`config.mk`:
```
export PLATFORM = sky130hd
export DESIGN_NAME = idmem_mac_fetch
export DESIGN_NICKNAME = d
export VERILOG_FILES = /design/src/rtl/idmem_pkg.sv /design/src/rtl/idmem_script.sv /design/src/rtl/idmem_sigchk.sv /design/src/rtl/idmem_macgen.sv /design/src/rtl/idmem_mac_fetch.sv
export SDC_FILE = /design/constraint.sdc
export NUM_CORES = 1
export LEC_CHECK = 0
export BUFFER_PORTS_ARGS = -buffer_cell sky130_fd_sc_hd__buf_2
export CAP_MARGIN = 10
export CORE_ASPECT_RATIO = 1.75
export CORE_UTILIZATION = 45
export DETAILED_ROUTE_END_ITERATION = 16
export PLACE_DENSITY = 0.71
export SLEW_MARGIN = 20
export SYNTH_ARGS = -nofsm -noshare
export SYNTH_HDL_FRONTEND = slang
export SYNTH_SLANG_ARGS = --single-unit
```
`constraint.sdc`:
```
create_clock -name clk -period 4.2 [get_ports clk]
set_input_delay 0.42 -clock clk [delete_from_list [all_inputs] [get_ports clk]]
set_output_delay 0.42 -clock clk [all_outputs]
set_load 0.1 [all_outputs]
```
`src/rtl/idmem_pkg.sv`:
```
package idmem_pkg;

  // command kinds presented to the byte-level bus master
  localparam logic [1:0] OP_BUS_RESET = 2'd0;
  localparam logic [1:0] OP_WRITE     = 2'd1;
  localparam logic [1:0] OP_READ      = 2'd2;

  // result codes
  localparam logic [1:0] ERR_NONE   = 2'd0;
  localparam logic [1:0] ERR_NODEV  = 2'd1;
  localparam logic [1:0] ERR_BADSIG = 2'd2;

  // fixed command script written after a successful presence check
  localparam int SCRIPT_LEN = 4;
  localparam logic [7:0] SCR_SKIP_ADDR = 8'hCC;
  localparam logic [7:0] SCR_READ_MEM  = 8'hF0;
  localparam logic [7:0] SCR_ADDR_LO   = 8'h00;
  localparam logic [7:0] SCR_ADDR_HI   = 8'h00;

  typedef enum logic [2:0] {
    ST_IDLE,
    ST_RST_REQ,
    ST_RST_WAIT,
    ST_WR_REQ,
    ST_WR_WAIT,
    ST_RD_REQ,
    ST_RD_WAIT,
    ST_FINISH
  } seq_state_t;

endpackage

```
`src/rtl/idmem_script.sv`:
```
module idmem_script
  import idmem_pkg::*;
#(
  parameter int IW = 2
) (
  input  logic [IW-1:0] idx,
  output logic [7:0]    script_byte
);

  always_comb begin
    case (idx)
      IW'(0):  script_byte = SCR_SKIP_ADDR;
      IW'(1):  script_byte = SCR_READ_MEM;
      IW'(2):  script_byte = SCR_ADDR_LO;
      default: script_byte = SCR_ADDR_HI;
    endcase
  end

endmodule

```
`src/rtl/idmem_sigchk.sv`:
```
module idmem_sigchk #(
  parameter int          CW        = 5,
  parameter int          SIG_FIRST = 11,
  parameter int          SIG_LEN   = 16,
  parameter logic [8*SIG_LEN-1:0] SIGNATURE = '0,
  parameter int          ID_LO     = 5,
  parameter int          ID_BYTES  = 3
) (
  input  logic                  clk,
  input  logic                  rst_n,
  input  logic                  clear,
  input  logic                  byte_valid,
  input  logic [CW-1:0]         byte_idx,
  input  logic [7:0]            byte_data,
  output logic                  mismatch,
  output logic [8*ID_BYTES-1:0] id_bytes
);

  localparam int SIG_LAST = SIG_FIRST + SIG_LEN - 1;

  int unsigned idx_u;
  int unsigned rel;
  logic        in_window;
  logic [7:0]  expect_byte;

  always_comb begin
    idx_u       = 32'(byte_idx);
    in_window   = (idx_u >= SIG_FIRST) && (idx_u <= SIG_LAST);
    rel         = in_window ? (idx_u - SIG_FIRST) : 0;
    expect_byte = SIGNATURE[8*(SIG_LEN-1-rel) +: 8];
  end

  always_ff @(posedge clk) begin
    if (!rst_n || clear) begin
      mismatch <= 1'b0;
    end else if (byte_valid && in_window && (byte_data != expect_byte)) begin
      mismatch <= 1'b1;
    end
  end

  // capture slots: slot g holds data byte ID_LO+g; highest index lands in MSBs
  for (genvar g = 0; g < ID_BYTES; g++) begin : g_cap
    logic [7:0] slot;
    always_ff @(posedge clk) begin
      if (!rst_n || clear) begin
        slot <= 8'h00;
      end else if (byte_valid && (idx_u == 32'(ID_LO + g))) begin
        slot <= byte_data;
      end
    end
    assign id_bytes[8*g +: 8] = slot;
  end

endmodule

```
`src/rtl/idmem_macgen.sv`:
```
module idmem_macgen
  import idmem_pkg::*;
#(
  parameter int           ID_BYTES   = 3,
  parameter logic [23:0]  MAC_PREFIX = 24'h00E0EE,
  parameter logic [47:0]  NODEV_MAC  = 48'h000102030405
) (
  input  logic                  clk,
  input  logic                  rst_n,
  input  logic                  clear,
  input  logic                  publish,
  input  logic                  nodev,
  input  logic                  mismatch,
  input  logic [8*ID_BYTES-1:0] id_bytes,
  output logic [47:0]           mac,
  output logic [1:0]            err_code,
  output logic                  mac_valid
);

  localparam int TAIL_W = 48 - 24;

  logic [47:0] next_mac;
  logic [1:0]  next_err;

  always_comb begin
    if (nodev) begin
      next_mac = NODEV_MAC;
      next_err = ERR_NODEV;
    end else if (mismatch) begin
      next_mac = {MAC_PREFIX, {TAIL_W{1'b1}}};
      next_err = ERR_BADSIG;
    end else begin
      next_mac = {MAC_PREFIX, TAIL_W'(id_bytes)};
      next_err = ERR_NONE;
    end
  end

  always_ff @(posedge clk) begin
    if (!rst_n || clear) begin
      mac       <= '0;
      err_code  <= ERR_NONE;
      mac_valid <= 1'b0;
    end else if (publish) begin
      mac       <= next_mac;
      err_code  <= next_err;
      mac_valid <= 1'b1;
    end else begin
      mac_valid <= 1'b0;
    end
  end

endmodule

```
`src/rtl/idmem_mac_fetch.sv`:
```
module idmem_mac_fetch
  import idmem_pkg::*;
#(
  parameter int                NUM_BYTES  = 28,
  parameter int                SIG_FIRST  = 11,
  parameter int                SIG_LEN    = 16,
  parameter logic [8*SIG_LEN-1:0] SIGNATURE = "NODE-ID-BLOCK-V1",
  parameter int                ID_LO      = 5,
  parameter logic [23:0]       MAC_PREFIX = 24'h00E0EE,
  parameter logic [47:0]       NODEV_MAC  = 48'h000102030405
) (
  input  logic        clk,
  input  logic        rst_n,
  input  logic        start,
  output logic        cmd_valid,
  input  logic        cmd_ready,
  output logic [1:0]  cmd_op,
  output logic [7:0]  cmd_data,
  input  logic        rsp_valid,
  output logic        rsp_ready,
  input  logic [7:0]  rsp_data,
  input  logic        rsp_presence,
  output logic [47:0] mac,
  output logic        mac_valid,
  output logic [1:0]  err_code,
  output logic        busy
);

  localparam int ID_BYTES = 3;
  localparam int CW       = $clog2(NUM_BYTES + 1);
  localparam int WW       = $clog2(SCRIPT_LEN);

  seq_state_t    state;
  logic [WW-1:0] wr_idx;
  logic [CW-1:0] rd_idx;
  logic          nodev;
  logic          launch;
  logic          rsp_take;
  logic          cmd_take;
  logic [7:0]    script_byte;
  logic          data_valid;
  logic [CW-1:0] data_idx;
  logic          mismatch;
  logic [8*ID_BYTES-1:0] id_bytes;
  logic          publish;

  assign launch   = (state == ST_IDLE) && start;
  assign cmd_take = cmd_valid && cmd_ready;
  assign rsp_take = rsp_valid && rsp_ready;
  assign publish  = (state == ST_FINISH);
  assign busy     = (state != ST_IDLE);

  always_comb begin
    cmd_valid = 1'b0;
    cmd_op    = OP_BUS_RESET;
    cmd_data  = 8'h00;
    rsp_ready = 1'b0;
    case (state)
      ST_RST_REQ: cmd_valid = 1'b1;
      ST_WR_REQ: begin
        cmd_valid = 1'b1;
        cmd_op    = OP_WRITE;
        cmd_data  = script_byte;
      end
      ST_RD_REQ: begin
        cmd_valid = 1'b1;
        cmd_op    = OP_READ;
      end
      ST_RST_WAIT, ST_WR_WAIT, ST_RD_WAIT: rsp_ready = 1'b1;
      default: ;
    endcase
  end

  always_ff @(posedge clk) begin
    if (!rst_n) begin
      state  <= ST_IDLE;
      wr_idx <= '0;
      rd_idx <= '0;
      nodev  <= 1'b0;
    end else begin
      case (state)
        ST_IDLE: if (start) begin
          state <= ST_RST_REQ;
          nodev <= 1'b0;
        end
        ST_RST_REQ: if (cmd_take) state <= ST_RST_WAIT;
        ST_RST_WAIT: if (rsp_take) begin
          if (rsp_presence) begin
            state  <= ST_WR_REQ;
            wr_idx <= '0;
          end else begin
            nodev <= 1'b1;
            state <= ST_FINISH;
          end
        end
        ST_WR_REQ: if (cmd_take) state <= ST_WR_WAIT;
        ST_WR_WAIT: if (rsp_take) begin
          if (wr_idx == WW'(SCRIPT_LEN - 1)) begin
            state  <= ST_RD_REQ;
            rd_idx <= '0;
          end else begin
            wr_idx <= wr_idx + 1'b1;
            state  <= ST_WR_REQ;
          end
        end
        ST_RD_REQ: if (cmd_take) state <= ST_RD_WAIT;
        ST_RD_WAIT: if (rsp_take) begin
          if (rd_idx == CW'(NUM_BYTES)) begin
            state <= ST_FINISH;
          end else begin
            rd_idx <= rd_idx + 1'b1;
            state  <= ST_RD_REQ;
          end
        end
        ST_FINISH: state <= ST_IDLE;
        default:   state <= ST_IDLE;
      endcase
    end
  end

  // read slot 0 is the command/address check byte and is dropped
  assign data_valid = (state == ST_RD_WAIT) && rsp_take && (rd_idx != '0);
  assign data_idx   = rd_idx - 1'b1;

  idmem_script #(.IW(WW)) u_script (
    .idx         (wr_idx),
    .script_byte (script_byte)
  );

  idmem_sigchk #(
    .CW        (CW),
    .SIG_FIRST (SIG_FIRST),
    .SIG_LEN   (SIG_LEN),
    .SIGNATURE (SIGNATURE),
    .ID_LO     (ID_LO),
    .ID_BYTES  (ID_BYTES)
  ) u_sig (
    .clk        (clk),
    .rst_n      (rst_n),
    .clear      (launch),
    .byte_valid (data_valid),
    .byte_idx   (data_idx),
    .byte_data  (rsp_data),
    .mismatch   (mismatch),
    .id_bytes   (id_bytes)
  );

  idmem_macgen #(
    .ID_BYTES   (ID_BYTES),
    .MAC_PREFIX (MAC_PREFIX),
    .NODEV_MAC  (NODEV_MAC)
  ) u_mac (
    .clk       (clk),
    .rst_n     (rst_n),
    .clear     (launch),
    .publish   (publish),
    .nodev     (nodev),
    .mismatch  (mismatch),
    .id_bytes  (id_bytes),
    .mac       (mac),
    .err_code  (err_code),
    .mac_valid (mac_valid)
  );

endmodule

```
==> impl_results.rst, run 1 <==
.. list-table::
   :header-rows: 1

   * - Metric
     - Value
   * - Met3 routing resource usage after global routing
     - 3.86%
   * - Remaining antenna violation count after routing
     - 0
   * - Clk_skew
     - 0.00563 ns
   * - Portion of the clock cycle consumed by the worst path in the final layout
     - 82.4%
   * - Layout cells sized above 1
     - 18.8%
   * - Met2 layer usage reported by global route
     - 35.4%
   * - R2R Setup Slk
     - 0.74 ns
   * - Setup tns final
     - 0 ns
   * - Cell with the most instances after synthesis
     - nor2_1
   * - Compound-cell area share of the yosys netlist
     - 15.8%
   * - Antenna diode instance count
     - 0
   * - Y dimension of the die
     - 120 um
   * - Total Nets Final
     - 508
   * - Area of the die
     - 8330 sq um
   * - Buffers and inverters on the worst path
     - 1
   * - First-pass iteration count of the detailed router
     - 4
   * - Clock tree from TritonCTS
     - done
   * - Post-synthesis cell area
     - 3580 sq um
   * - GRT Residual Overflow
     - 0
   * - Fin worst setup slack
     - 0.739 ns
   * - Critical R2R Capture
     - u_sig.mismatch
   * - Critical hold path startpoint
     - rst_n
   * - Avg Cell Area, Syn
     - 7.94 sq um
   * - Number of clock sinks
     - 65
   * - Number of vias per cell
     - 5.55
   * - Detailed-placement wirelength estimate
     - 5.80 mm
   * - Post-CTS setup buffers
     - 0
   * - Largest cells by area after synthesis
     - dfxtp_1 (36%), nor2_1 (9.8%), mux2i_1 (7.3%), buf_4 (5.9%), a21oi_1 (4.8%)
   * - Proportion of synthesized chip area in sequential cells
     - 36.4%
   * - CP peak stage delay
     - 0.63 ns
   * - Cell at the slowest stage of the critical path
     - dfxtp_1
   * - Cell Rows
     - 42
   * - Count of cells along the worst register-to-register path
     - 10
   * - Hold Path Depth
     - 3
   * - Power per standard cell area
     - 394 nW/um^2
   * - Port bufs
     - 61
   * - Fmax
     - 289 MHz
   * - Crit Reg-Reg Startpoint
     - rd_idx[0]
   * - Worst setup timing slack at the placement stage
     - 0.820 ns
   * - Met1 capacity usage during global routing
     - 21.7%
   * - Required @ worst endpoint
     - 4.41 ns
   * - Critical Path AT
     - 3.67 ns
   * - Top-level port count
     - 78
   * - Number of pins exceeding their max-slew limit in the final report
     - 0
   * - Fraction of registers with async set or reset after synthesis
     - 0%
   * - Placed instance area
     - 3750 sq um
   * - Static leakage
     - 1.74 nW
   * - Gp weighted congestion
     - 0.935
   * - Flop and latch count out of synthesis
     - 65
   * - Finished layout cell area
     - 4020 sq um
   * - Crit-path cells
     - inv_2, ha_1, nor2b_2, a21oi_2, a31o_2, and2_1, a311oi_1, or4_1, o311a_1, o31a_1
   * - Gate count after technology mapping
     - 451
   * - Main synth FF type
     - dfxtp_1
   * - Highest net fanout along the worst path
     - 13
   * - Fraction of the mapped netlist area in adder cells
     - 3.15%
   * - Clock root buffer
     - clkbuf_16
   * - Synth unique cells
     - 57
   * - Clock transition at path regs
     - 0.05 ns
   * - Clk Latency, worst-skew pair
     - 0.33 ns
   * - X dimension of the die
     - 69.4 um
   * - Largest family of logic cells by synthesized area
     - simple AND/OR/NAND/NOR gates
   * - Multiplexer share of the synthesized area
     - 7.27%
   * - Global-route wire length before repair
     - 13.4 mm
   * - Final Setup Violations
     - 0
   * - Placeable core region
     - 7620 sq um
   * - Wirelength, routed
     - 8.11 mm
   * - Count of endpoints failing hold in the final timing report
     - 0
   * - Layer with the highest usage
     - met2
   * - Endpoint class of the critical path
     - flip-flop
   * - Outcome
     - finished clean
   * - Actual transition at the worst max-transition pin
     - 0.957 ns
   * - Start point of the critical path
     - rd_idx[0]
   * - Path type of the worst min-delay path
     - in -> reg
   * - Kind of launch point of the worst setup path
     - flip-flop
   * - Max-Cap Viols
     - 0
   * - Number of antenna violations at the first check in global routing
     - 0
   * - Number of global-route vias before repair
     - 2,942
   * - Clock period minus worst slack
     - 3.46 ns
   * - Number of buffers inserted during clock tree synthesis
     - 9
   * - Core utilization of the finished layout
     - 52.8%
   * - Cell type with the highest aggregate area in the netlist
     - dfxtp_1
   * - Count of H-tree levels built during CTS
     - 3
   * - XOR/XNOR Fraction of Synth Area
     - 2.34%
   * - Number of DRC markers after the initial detailed-route iteration
     - 175
   * - WL/cell
     - 14.0 um
   * - Sink of the worst hold path
     - state[2]
   * - Synth cell count leaders
     - nor2_1 (93), dfxtp_1 (65), a21oi_1 (34)
   * - Cell family with the largest share of critical-path delay
     - simple AND/OR/NAND/NOR gates
   * - Worst IR drop on VDD
     - 0.000269 V
   * - Buffer depth of the longest clock path
     - 2
   * - Post-detailed-route DRC marker count
     - 0
   * - Share of synthesized cell area in and, or, nand and nor gates
     - 24.6%
   * - Resize count post-CTS
     - 0
   * - Post-synth EDFFs
     - 0
   * - Unrepaired setup endpoints after global routing
     - no
   * - Effective utilization at floorplan
     - 47.0%
   * - Total number of vias
     - 3,206
   * - Overall fraction of global-route tracks in use
     - 20.1%
   * - Crit path kind
     - reg -> reg
   * - Portion of synthesized cell area occupied by the leading cell type
     - 36.4%
   * - Synth Warn #
     - 0
   * - Headroom to the max-slew limit
     - 36.1%
   * - CTS Hold Bufs
     - 0
   * - Largest net degree at the start of global routing
     - 56
   * - Synth-to-layout area growth
     - 12.4%
[cell usage in the layout, fill, tap and decap left out, types with 3 or more instances in the layout]
cell       instances
o21a_1             3
o21ai_0           11
nand4_1            5
o211ai_1           3
conb_1            16
o31ai_1            3
mux2i_1           26
and2_1             4
nor3b_1            3
clkbuf_16          9
clkinv_2           3
and3_1             4
nand2b_1           3
ha_1               9
xnor2_1            5
o22ai_1            3
a311oi_1           4
nor2_1            93
nor4_1             6
a21oi_1           34
buf_2             61
or2_2              3
inv_1              8
nand3_1            4
nor3_1            31
dfxtp_1           65
nand2_1           23
nor2b_1            5
[per-layer routing]
layer,share of wire [%],vias to the layer above
met1,40,1481
met5,0,-
met3,4.2,29
met2,52,107
li1,-,1589
met4,4.1,0
[through the flow]
step,cells,hold slack [ns],power (mW)
after floorplan,466,0.464,0.884
after global placement,562,0.447,0.914
after detailed placement,562,0.464,0.915
after CTS,578,0.390,1.59
after global routing,578,0.414,1.64
final,578,0.391,1.58
[kinds of logic after synthesis]
| group | count (synthesis) |
|---|---|
| other | 1 |
| multiplexers | 26 |
| AO/OA/AOI/OAI | 85 |
| flip-flops | 65 |
| buffers and inverters | 66 |
| AND/OR/NAND/NOR | 191 |
| adder cells (fa/ha/maj) | 9 |
| XOR/XNOR | 8 |
[sequential cells by signal, indices dropped and copies added (netlist names)]
signal,cells
u_mac.mac,26
u_sig.g_cap.slot,24
rd_idx,5
state,3
u_mac.err_code,2
wr_idx,2
nodev,1
u_mac.mac_valid,1
u_sig.mismatch,1
[cell type report]
type | count | area, sq um
clock buffer | 11 | 243
clock inverter | 5 | 31.3
fill | 728 | 3600
inverter | 11 | 41.3
multi-input combinational | 335 | 1980
sequential | 65 | 1300
tap | 88 | 110
timing repair buffer | 63 | 320
[worst reg2reg max path: cells and delay by family (launching register included)]
| family | cells | cell delay (ns) |
|---|---|---|
| AO/OA/AOI/OAI | 5 | 1.02 |
| adder cells (fa/ha/maj) | 1 | 0.40 |
| buffers and inverters | 1 | 0.24 |
| flip-flops | 1 | 0.63 |
| AND/OR/NAND/NOR | 3 | 1.05 |
[worst max-delay path by stage]
| stage | end | cells past startpoint |
|---|---|---|
| 2_1_floorplan | cmd_data[5] | 4 |
| 3_3_place_gp | u_sig.mismatch | 10 |
| 3_5_place_dp | u_sig.mismatch | 10 |
| 4_1_cts | u_sig.mismatch | 10 |
| 5_1_grt | u_sig.mismatch | 10 |
| 6_report | u_sig.mismatch | 10 |
[power breakdown]
part / leakage (nW) / internal, mW / switching [mW] / total [mW]
clock network: 0.135 / 0.413 / 0.269 / 0.682
logic: 1.08 / 0.0380 / 0.212 / 0.250
registers: 0.524 / 0.623 / 0.0292 / 0.653
(Power assumes the default switching activity.)
==> inputs of run 2 (changes only) <==
Settings changed: PLACE_DENSITY 0.71 to 0.74.
Clock period 4.2 ns to 3 ns, I/O delays scaled along.
==> impl_results.rst, run 2 (synthesized netlist as in run 1, its figures left out) <==
.. list-table::
   :header-rows: 1

   * - Metric
     - Value
   * - Outcome
     - finished clean
   * - Leading cell type in the layout, fill and taps excluded
     - nor2_1
   * - Number of vias per cell
     - 5.48 (-1.3%)
   * - Post-detailed-route DRC marker count
     - 0 (unchanged)
   * - Placeable core region
     - 7620 sq um (unchanged)
   * - Number of buffers inserted during clock tree synthesis
     - 9 (unchanged)
   * - Kind of launch point of the worst setup path
     - flip-flop
   * - Total number of vias
     - 3,209 (+0.094%)
   * - Commonest cells after routing, fill and taps aside
     - nor2_1 (93), dfxtp_1 (65), buf_2 (61)
   * - Number of antenna violations at the first check in global routing
     - 0 (unchanged)
   * - Detailed-placement wirelength estimate
     - 6.09 mm (+4.9%)
   * - Worst IR drop on VDD
     - 0.000408 V (+52%)
   * - Portion of the clock cycle consumed by the worst path in the final layout
     - 92.6% (+10 points)
   * - Register containing the most flip-flops in the final layout
     - u_mac.mac
   * - Clock period minus worst slack
     - 2.78 ns (-0.682 ns)
   * - Setup tns final
     - 0 ns (unchanged)
   * - Headroom to the max-slew limit
     - 34.5% (-1.6 points)
   * - Layout cells sized above 1
     - 20.9% (+2.1 points)
   * - Count of H-tree levels built during CTS
     - 3 (unchanged)
   * - Number of global-route vias before repair
     - 3,069 (+4.3%)
   * - Antenna diode instance count
     - 0 (unchanged)
   * - Y dimension of the die
     - 120 um (unchanged)
   * - Top-level port count
     - 78 (unchanged)
   * - Clock network power share
     - 45.5% (+2.5 points)
   * - Clk Latency, worst-skew pair
     - 0.33 ns (about the same)
   * - Largest net degree at the start of global routing
     - 50 (-11%)
   * - Buffer depth of the longest clock path
     - 2 (unchanged)
   * - WL/cell
     - 14.3 um (+2.1%)
   * - Total Nets Final
     - 516 (+1.6%)
   * - Static leakage
     - 1.79 nW (+3.3%)
   * - GRT Residual Overflow
     - 0 (unchanged)
   * - Count of cells along the worst register-to-register path
     - 10 (unchanged)
   * - Internal
     - 1.61 mW (+50%)
   * - Gp weighted congestion
     - 0.902 (-3.5%)
   * - Path type of the worst min-delay path
     - in -> reg
   * - Required @ worst endpoint
     - 3.22 ns (-1.19 ns)
   * - Clock tree from TritonCTS
     - done
   * - Cell Rows
     - 42 (unchanged)
   * - CP peak stage delay
     - 0.41 ns (-0.22 ns)
   * - Flop pwr share
     - 39.3% (-1.9 points)
   * - Unrepaired setup endpoints after global routing
     - no
   * - Crit-path cells
     - inv_2, ha_1, nor3b_2, o21ai_2, nand3_1, xnor3_1, a221oi_4, xnor2_1, o311a_1, o31a_1
   * - Count of endpoints failing hold in the final timing report
     - 0 (unchanged)
   * - Number of pins exceeding their max-slew limit in the final report
     - 0 (unchanged)
   * - Overall fraction of global-route tracks in use
     - 20.8% (+0.65 points)
   * - Net Switching
     - 0.709 mW (+39%)
   * - Total power
     - 2.32 mW (+47%)
   * - Combinational group share of total power
     - 15.2% (-0.6 points)
   * - Synth-to-layout area growth
     - 15.2%
   * - Clock root buffer
     - clkbuf_16
   * - Net switching share of the total power
     - 30.5% (-1.7 points)
   * - First-pass iteration count of the detailed router
     - 5 (+1)
   * - Number of DRC markers after the initial detailed-route iteration
     - 202 (+15%)
   * - Clk_skew
     - 0.00522 ns (-0.000417 ns)
   * - Max-Cap Viols
     - 0 (unchanged)
   * - Global-route wire length before repair
     - 13.8 mm (+2.8%)
   * - Cell at the slowest stage of the critical path
     - xnor3_1
   * - Power per standard cell area
     - 564 nW/um^2 (+43%)
   * - CTS Hold Bufs
     - 0 (unchanged)
   * - Remaining antenna violation count after routing
     - 0 (unchanged)
   * - Crit path kind
     - reg -> reg
   * - Endpoint class of the critical path
     - flip-flop
   * - Highest net fanout along the worst path
     - 9 (-4)
   * - Clock transition at path regs
     - 0.05 ns (about the same)
   * - Flip-flop count of the largest register after layout
     - 26 (unchanged)
   * - Area of the die
     - 8330 sq um (unchanged)
   * - Fmax
     - 360 MHz (+25%)
   * - Number of clock sinks
     - 65 (unchanged)
   * - Effective utilization at floorplan
     - 47.0% (unchanged)
   * - Critical Path AT
     - 2.99 ns (-0.68 ns)
   * - X dimension of the die
     - 69.4 um (unchanged)
   * - Actual transition at the worst max-transition pin
     - 0.981 ns (+0.0236 ns)
   * - Port bufs
     - 61 (unchanged)
   * - Wirelength, routed
     - 8.39 mm (+3.5%)
   * - Top flop regs
     - u_mac.mac x26, u_sig.g_cap.slot x24, rd_idx x5
   * - Final Setup Violations
     - 0 (unchanged)
   * - Hold Path Depth
     - 3 (unchanged)
-- run 2: changes by cell type in the layout (fill, tap and decap cells not counted) --
cell and change:
and2_2 +3, bufinv_16 +1, and2_1 -3, buf_4 +8
clkbuf_8 +1, clkinv_2 -2, o21a_2 +1, o21a_1 -1
-- run 2: through the flow --
stage | setup WS, ns | instances | utilization (%) | hold WS, ns | area (sq um)
detailed placement | 0.176 | 570 | 50.0 | 0.465 | 3810
floorplan | 0.0136 | 466 | - | 0.416 | 3640
global route | 0.0524 | 586 | 54.1 | 0.295 | 4120
global placement | 0.286 | 570 | 50.0 | 0.447 | 3810
CTS | 0.171 | 586 | 54.1 | 0.262 | 4120
finish | 0.221 | 586 | 54.1 | 0.287 | 4120
-- run 2: what timing repair did --
action	4_1_cts	5_1_grt
endpoints found under the setup margin	0	1
resized for setup	0	1
setup buffers	0	0
-- run 2: layout make-up --
type / instances / area [sq um]
repair buffers: 71 / 380
clock inverters: 4 / 51.3
multi-input cells: 335 / 1980
well taps: 88 / 110
fillers: 722 / 3500
flip-flops and latches: 65 / 1300
clock buffers: 12 / 256
inverters: 11 / 41.3
-- run 2: worst paths after layout --
kind                     startpoint                end  slack (ns)
setup / recovery          rd_idx[0]     u_sig.mismatch        0.22
hold / removal                rst_n           state[2]        0.29
setup reg to reg          rd_idx[0]     u_sig.mismatch        0.22
hold reg to reg   u_mac.err_code[0]  u_mac.err_code[0]        0.47
-- run 2: worst max-delay path, delay by kind of cell (launching register included) --
family | cells | cell delay, ns
AOI/OAI and AO/OA | 4 | 1.03
buffers and inverters | 1 | 0.06
DFF | 1 | 0.34
and+or+nand+nor | 2 | 0.33
xor gates and xnor gates | 2 | 0.51
adders and majority gates | 1 | 0.40
-- run 2: power by group through the flow --
stage | logic [mW] | clock network [mW] | registers, mW
after floorplan | 0.341 | 0 | 0.898
after global placement | 0.350 | 0 | 0.932
after detailed placement | 0.352 | 0 | 0.931
after CTS | 0.353 | 1.08 | 0.913
after global routing | 0.370 | 1.11 | 0.919
final | 0.353 | 1.06 | 0.914
-- run 2: routing by layer --
| layer | up-vias | global-route usage (%) | part of all wire, % |
|---|---|---|---|
| met3 | 34 | 4.87 | 3.8 |
| met4 | 0 | 13.3 | 4.3 |
| li1 | 1609 | - | - |
| met5 | - | 0 | 0 |
| met1 | 1483 | 19.7 | 38 |
| met2 | 83 | 38.9 | 54 |
==> inputs of run 3 (changes only) <==
--- a/config.mk
+++ b/config.mk
@@ -10,6 +10,8 @@
 export CORE_ASPECT_RATIO = 1.75
 export CORE_UTILIZATION = 45
+export CTS_BUF_LIST = sky130_fd_sc_hd__clkbuf_8
 export DETAILED_ROUTE_END_ITERATION = 16
 export PLACE_DENSITY = 0.74
+export REMOVE_ABC_BUFFERS = 1
 export SLEW_MARGIN = 20
 export SYNTH_ARGS = -nofsm -noshare
==> constraint.sdc (replaced) <==
create_clock -name clk -period 3 [get_ports clk]
set_input_delay 0.15 -clock clk [delete_from_list [all_inputs] [get_ports clk]]
set_output_delay 0.15 -clock clk [all_outputs]
set_load 0.1 [all_outputs]
==> impl_results.rst, run 3 (synthesized netlist as in run 1, its figures left out) <==
.. list-table::
   :header-rows: 1

   * - Metric
     - Value
   * - Multi-input gate area
     - 1980 sq um (unchanged)
   * - Remaining antenna violation count after routing
     - 0 (unchanged)
   * - Critical Path AT
     - 2.99 ns (about the same)
   * - Clk_skew
     - 0.00581 ns (+0.000589 ns)
   * - Placeable core region
     - 7620 sq um (unchanged)
   * - X dimension of the die
     - 69.4 um (unchanged)
   * - Actual transition at the worst max-transition pin
     - 0.991 ns (+0.00997 ns)
   * - Outcome
     - finished clean
   * - Required @ worst endpoint
     - 3.25 ns (+0.03 ns)
   * - WL/cell
     - 14.3 um (-0.27%)
   * - Global-route wire length before repair
     - 13.9 mm (+0.95%)
   * - Effective utilization at floorplan
     - 47.0% (unchanged)
   * - Start point of the critical path
     - rd_idx[0]
   * - Unrepaired setup endpoints after global routing
     - no
   * - Count of cells along the worst register-to-register path
     - 10 (unchanged)
   * - Core utilization of the finished layout
     - 52.5% (-1.6 points)
   * - Number of vias per cell
     - 5.50 (+0.39%)
   * - Finished layout cell area
     - 4000 sq um (-2.9%)
   * - Clock period minus worst slack
     - 2.74 ns (-0.0373 ns)
   * - Commonest cells after routing, fill and taps aside
     - nor2_1 (93), dfxtp_1 (65), buf_2 (61)
   * - Antenna diode instance count
     - 0 (unchanged)
   * - Number of global-route vias before repair
     - 3,038 (-1.0%)
   * - Top-level port count
     - 78 (unchanged)
   * - Tightest hold margin
     - 0.0896 ns (-0.197 ns)
   * - Cell Rows
     - 42 (unchanged)
   * - Setup tns final
     - 0 ns (unchanged)
   * - Portion of the clock cycle consumed by the worst path in the final layout
     - 91.4% (-1.2 points)
   * - Post-CTS setup buffers
     - 0 (unchanged)
   * - Count of endpoints failing hold in the final timing report
     - 0 (unchanged)
   * - Overall fraction of global-route tracks in use
     - 21.1% (+0.37 points)
   * - Number of pins exceeding their max-slew limit in the final report
     - 0 (unchanged)
   * - Port bufs
     - 61 (unchanged)
   * - Cell at the slowest stage of the critical path
     - or4_1
   * - Clock tree from TritonCTS
     - done
   * - Crit path kind
     - reg -> reg
   * - Layout cells sized above 1
     - 20.6% (-0.24 points)
   * - Top flop regs
     - u_mac.mac x26, u_sig.g_cap.slot x24, rd_idx x5
   * - Wirelength, routed
     - 8.38 mm (about the same)
   * - Y dimension of the die
     - 120 um (unchanged)
   * - Critical R2R Capture
     - u_sig.mismatch
   * - Synth-to-layout area growth
     - 11.8%
   * - R2R Setup Slk
     - 0.26 ns (+0.04 ns)
   * - Kind of launch point of the worst setup path
     - flip-flop
   * - Clk Latency, worst-skew pair
     - 0.36 ns (+0.03 ns)
   * - Final Setup Violations
     - 0 (unchanged)
   * - Detailed-placement wirelength estimate
     - 6.05 mm (-0.51%)
   * - Power per standard cell area
     - 487 nW/um^2 (-14%)
   * - Post-detailed-route DRC marker count
     - 0 (unchanged)
   * - Fmax
     - 365 MHz (+1.4%)
   * - Capture point of the worst path
     - u_sig.mismatch
   * - CTS Hold Bufs
     - 0 (unchanged)
   * - Number of antenna violations at the first check in global routing
     - 0 (unchanged)
   * - Total number of vias
     - 3,227 (+0.56%)
   * - Count of H-tree levels built during CTS
     - 3 (unchanged)
   * - Buffer depth of the longest clock path
     - 2 (unchanged)
   * - Register containing the most flip-flops in the final layout
     - u_mac.mac
   * - Endpoint class of the critical path
     - flip-flop
   * - CP peak stage delay
     - 0.50 ns (+0.09 ns)
   * - Resize count post-CTS
     - 0 (unchanged)
   * - Number of buffers inserted during clock tree synthesis
     - 9 (unchanged)
   * - First-pass iteration count of the detailed router
     - 4 (-1)
   * - Crit-path cells
     - inv_2, ha_1, or2_1, and3_1, nor3_1, or2_2, a221oi_4, or4_1, o311a_1, o31a_1
   * - Number of clock sinks
     - 65 (unchanged)
   * - Largest net degree at the start of global routing
     - 50 (unchanged)
   * - Crit Reg-Reg Startpoint
     - rd_idx[0]
   * - Headroom to the max-slew limit
     - 33.9% (-0.67 points)
   * - Total Nets Final
     - 517 (+0.19%)
   * - Path type of the worst min-delay path
     - in -> reg
   * - Clock transition at path regs
     - 0.07 ns (+0.02 ns)
   * - Worst IR drop on VDD
     - 0.000321 V (-21%)
   * - Highest net fanout along the worst path
     - 8 (-1)
   * - Total of fill cells in the finished design
     - 741 (+2.6%)
   * - Number of DRC markers after the initial detailed-route iteration
     - 156 (-23%)
   * - Static leakage
     - 1.74 nW (-3.0%)
   * - Placed instance area
     - 3820 sq um (+0.23%)
   * - GRT Residual Overflow
     - 0 (unchanged)
   * - Sequential Area
     - 1300 sq um (unchanged)
   * - Area of the die
     - 8330 sq um (unchanged)
   * - Max-Cap Viols
     - 0 (unchanged)
   * - Flip-flop count of the largest register after layout
     - 26 (unchanged)
   * - Gp weighted congestion
     - 0.825 (-8.5%)
   * - Clock root buffer
     - clkbuf_8
   * - Leading cell type in the layout, fill and taps excluded
     - nor2_1
   * - Total power
     - 1.95 mW (-16%)
## run 3: cell types whose count changed in the layout (fill, tap and decap cells not counted), moves of 2 or more
cell | before | now
and2_1 | 1 | 4
clkbuf_16 | 9 | 0
and2_2 | 3 | 0
clkbuf_8 | 2 | 11
clkinv_2 | 1 | 3
## run 3: worst min path at each step
stage             startpoint                endpoint  cells after the start
6_report         rsp_data[4]  u_sig.g_cap[2].slot[4]                      3
5_1_grt                rst_n                state[1]                      2
4_1_cts          rsp_data[4]  u_sig.g_cap[2].slot[4]                      3
3_5_place_dp   u_mac.mac[25]           u_mac.mac[25]                      2
3_3_place_gp     rsp_data[4]  u_sig.g_cap[0].slot[4]                      3
2_1_floorplan          rst_n                state[2]                      2
## run 3: cell type report
| type | count | area share, % |
|---|---|---|
| Multi-Input combinational cell | 335 | 49.5 |
| Tap cell | 88 | 2.75 |
| Clock buffer | 11 | 3.78 |
| Inverter | 11 | 1.03 |
| Clock inverter | 5 | 0.750 |
| Sequential cell | 65 | 32.5 |
| Timing Repair Buffer | 72 | 9.69 |
## run 3: power by group
part / switching (mW) / internal, mW / total, mW
combinational: 0.296 / 0.0537 / 0.349
sequential: 0.0427 / 0.871 / 0.914
clock: 0.347 / 0.340 / 0.687
total: 0.685 / 1.26 / 1.95
## run 3: through the flow
| step | cells | worst slack (ns) |
|---|---|---|
| global route | 587 | 0.0938 |
| finish | 587 | 0.258 |
| CTS | 587 | 0.269 |
| global placement | 571 | 0.314 |
| floorplan | 411 | -2.89 |
| detailed placement | 571 | 0.282 |
## run 3: critical path, delay by kind of cell, from the launching register on
family / cells / cell delay, ns
simple gates: 5 / 1.55
compound gates: 3 / 0.42
flops: 1 / 0.35
fa+ha+maj: 1 / 0.28
buf+inv: 1 / 0.06
## run 3: layer usage
layer  global-route usage [%]  routed length [um]
met3                     4.70                 307
met4                     12.6                 313
met5                        0                   0
met1                     21.8                3310
met2                     38.2                4450
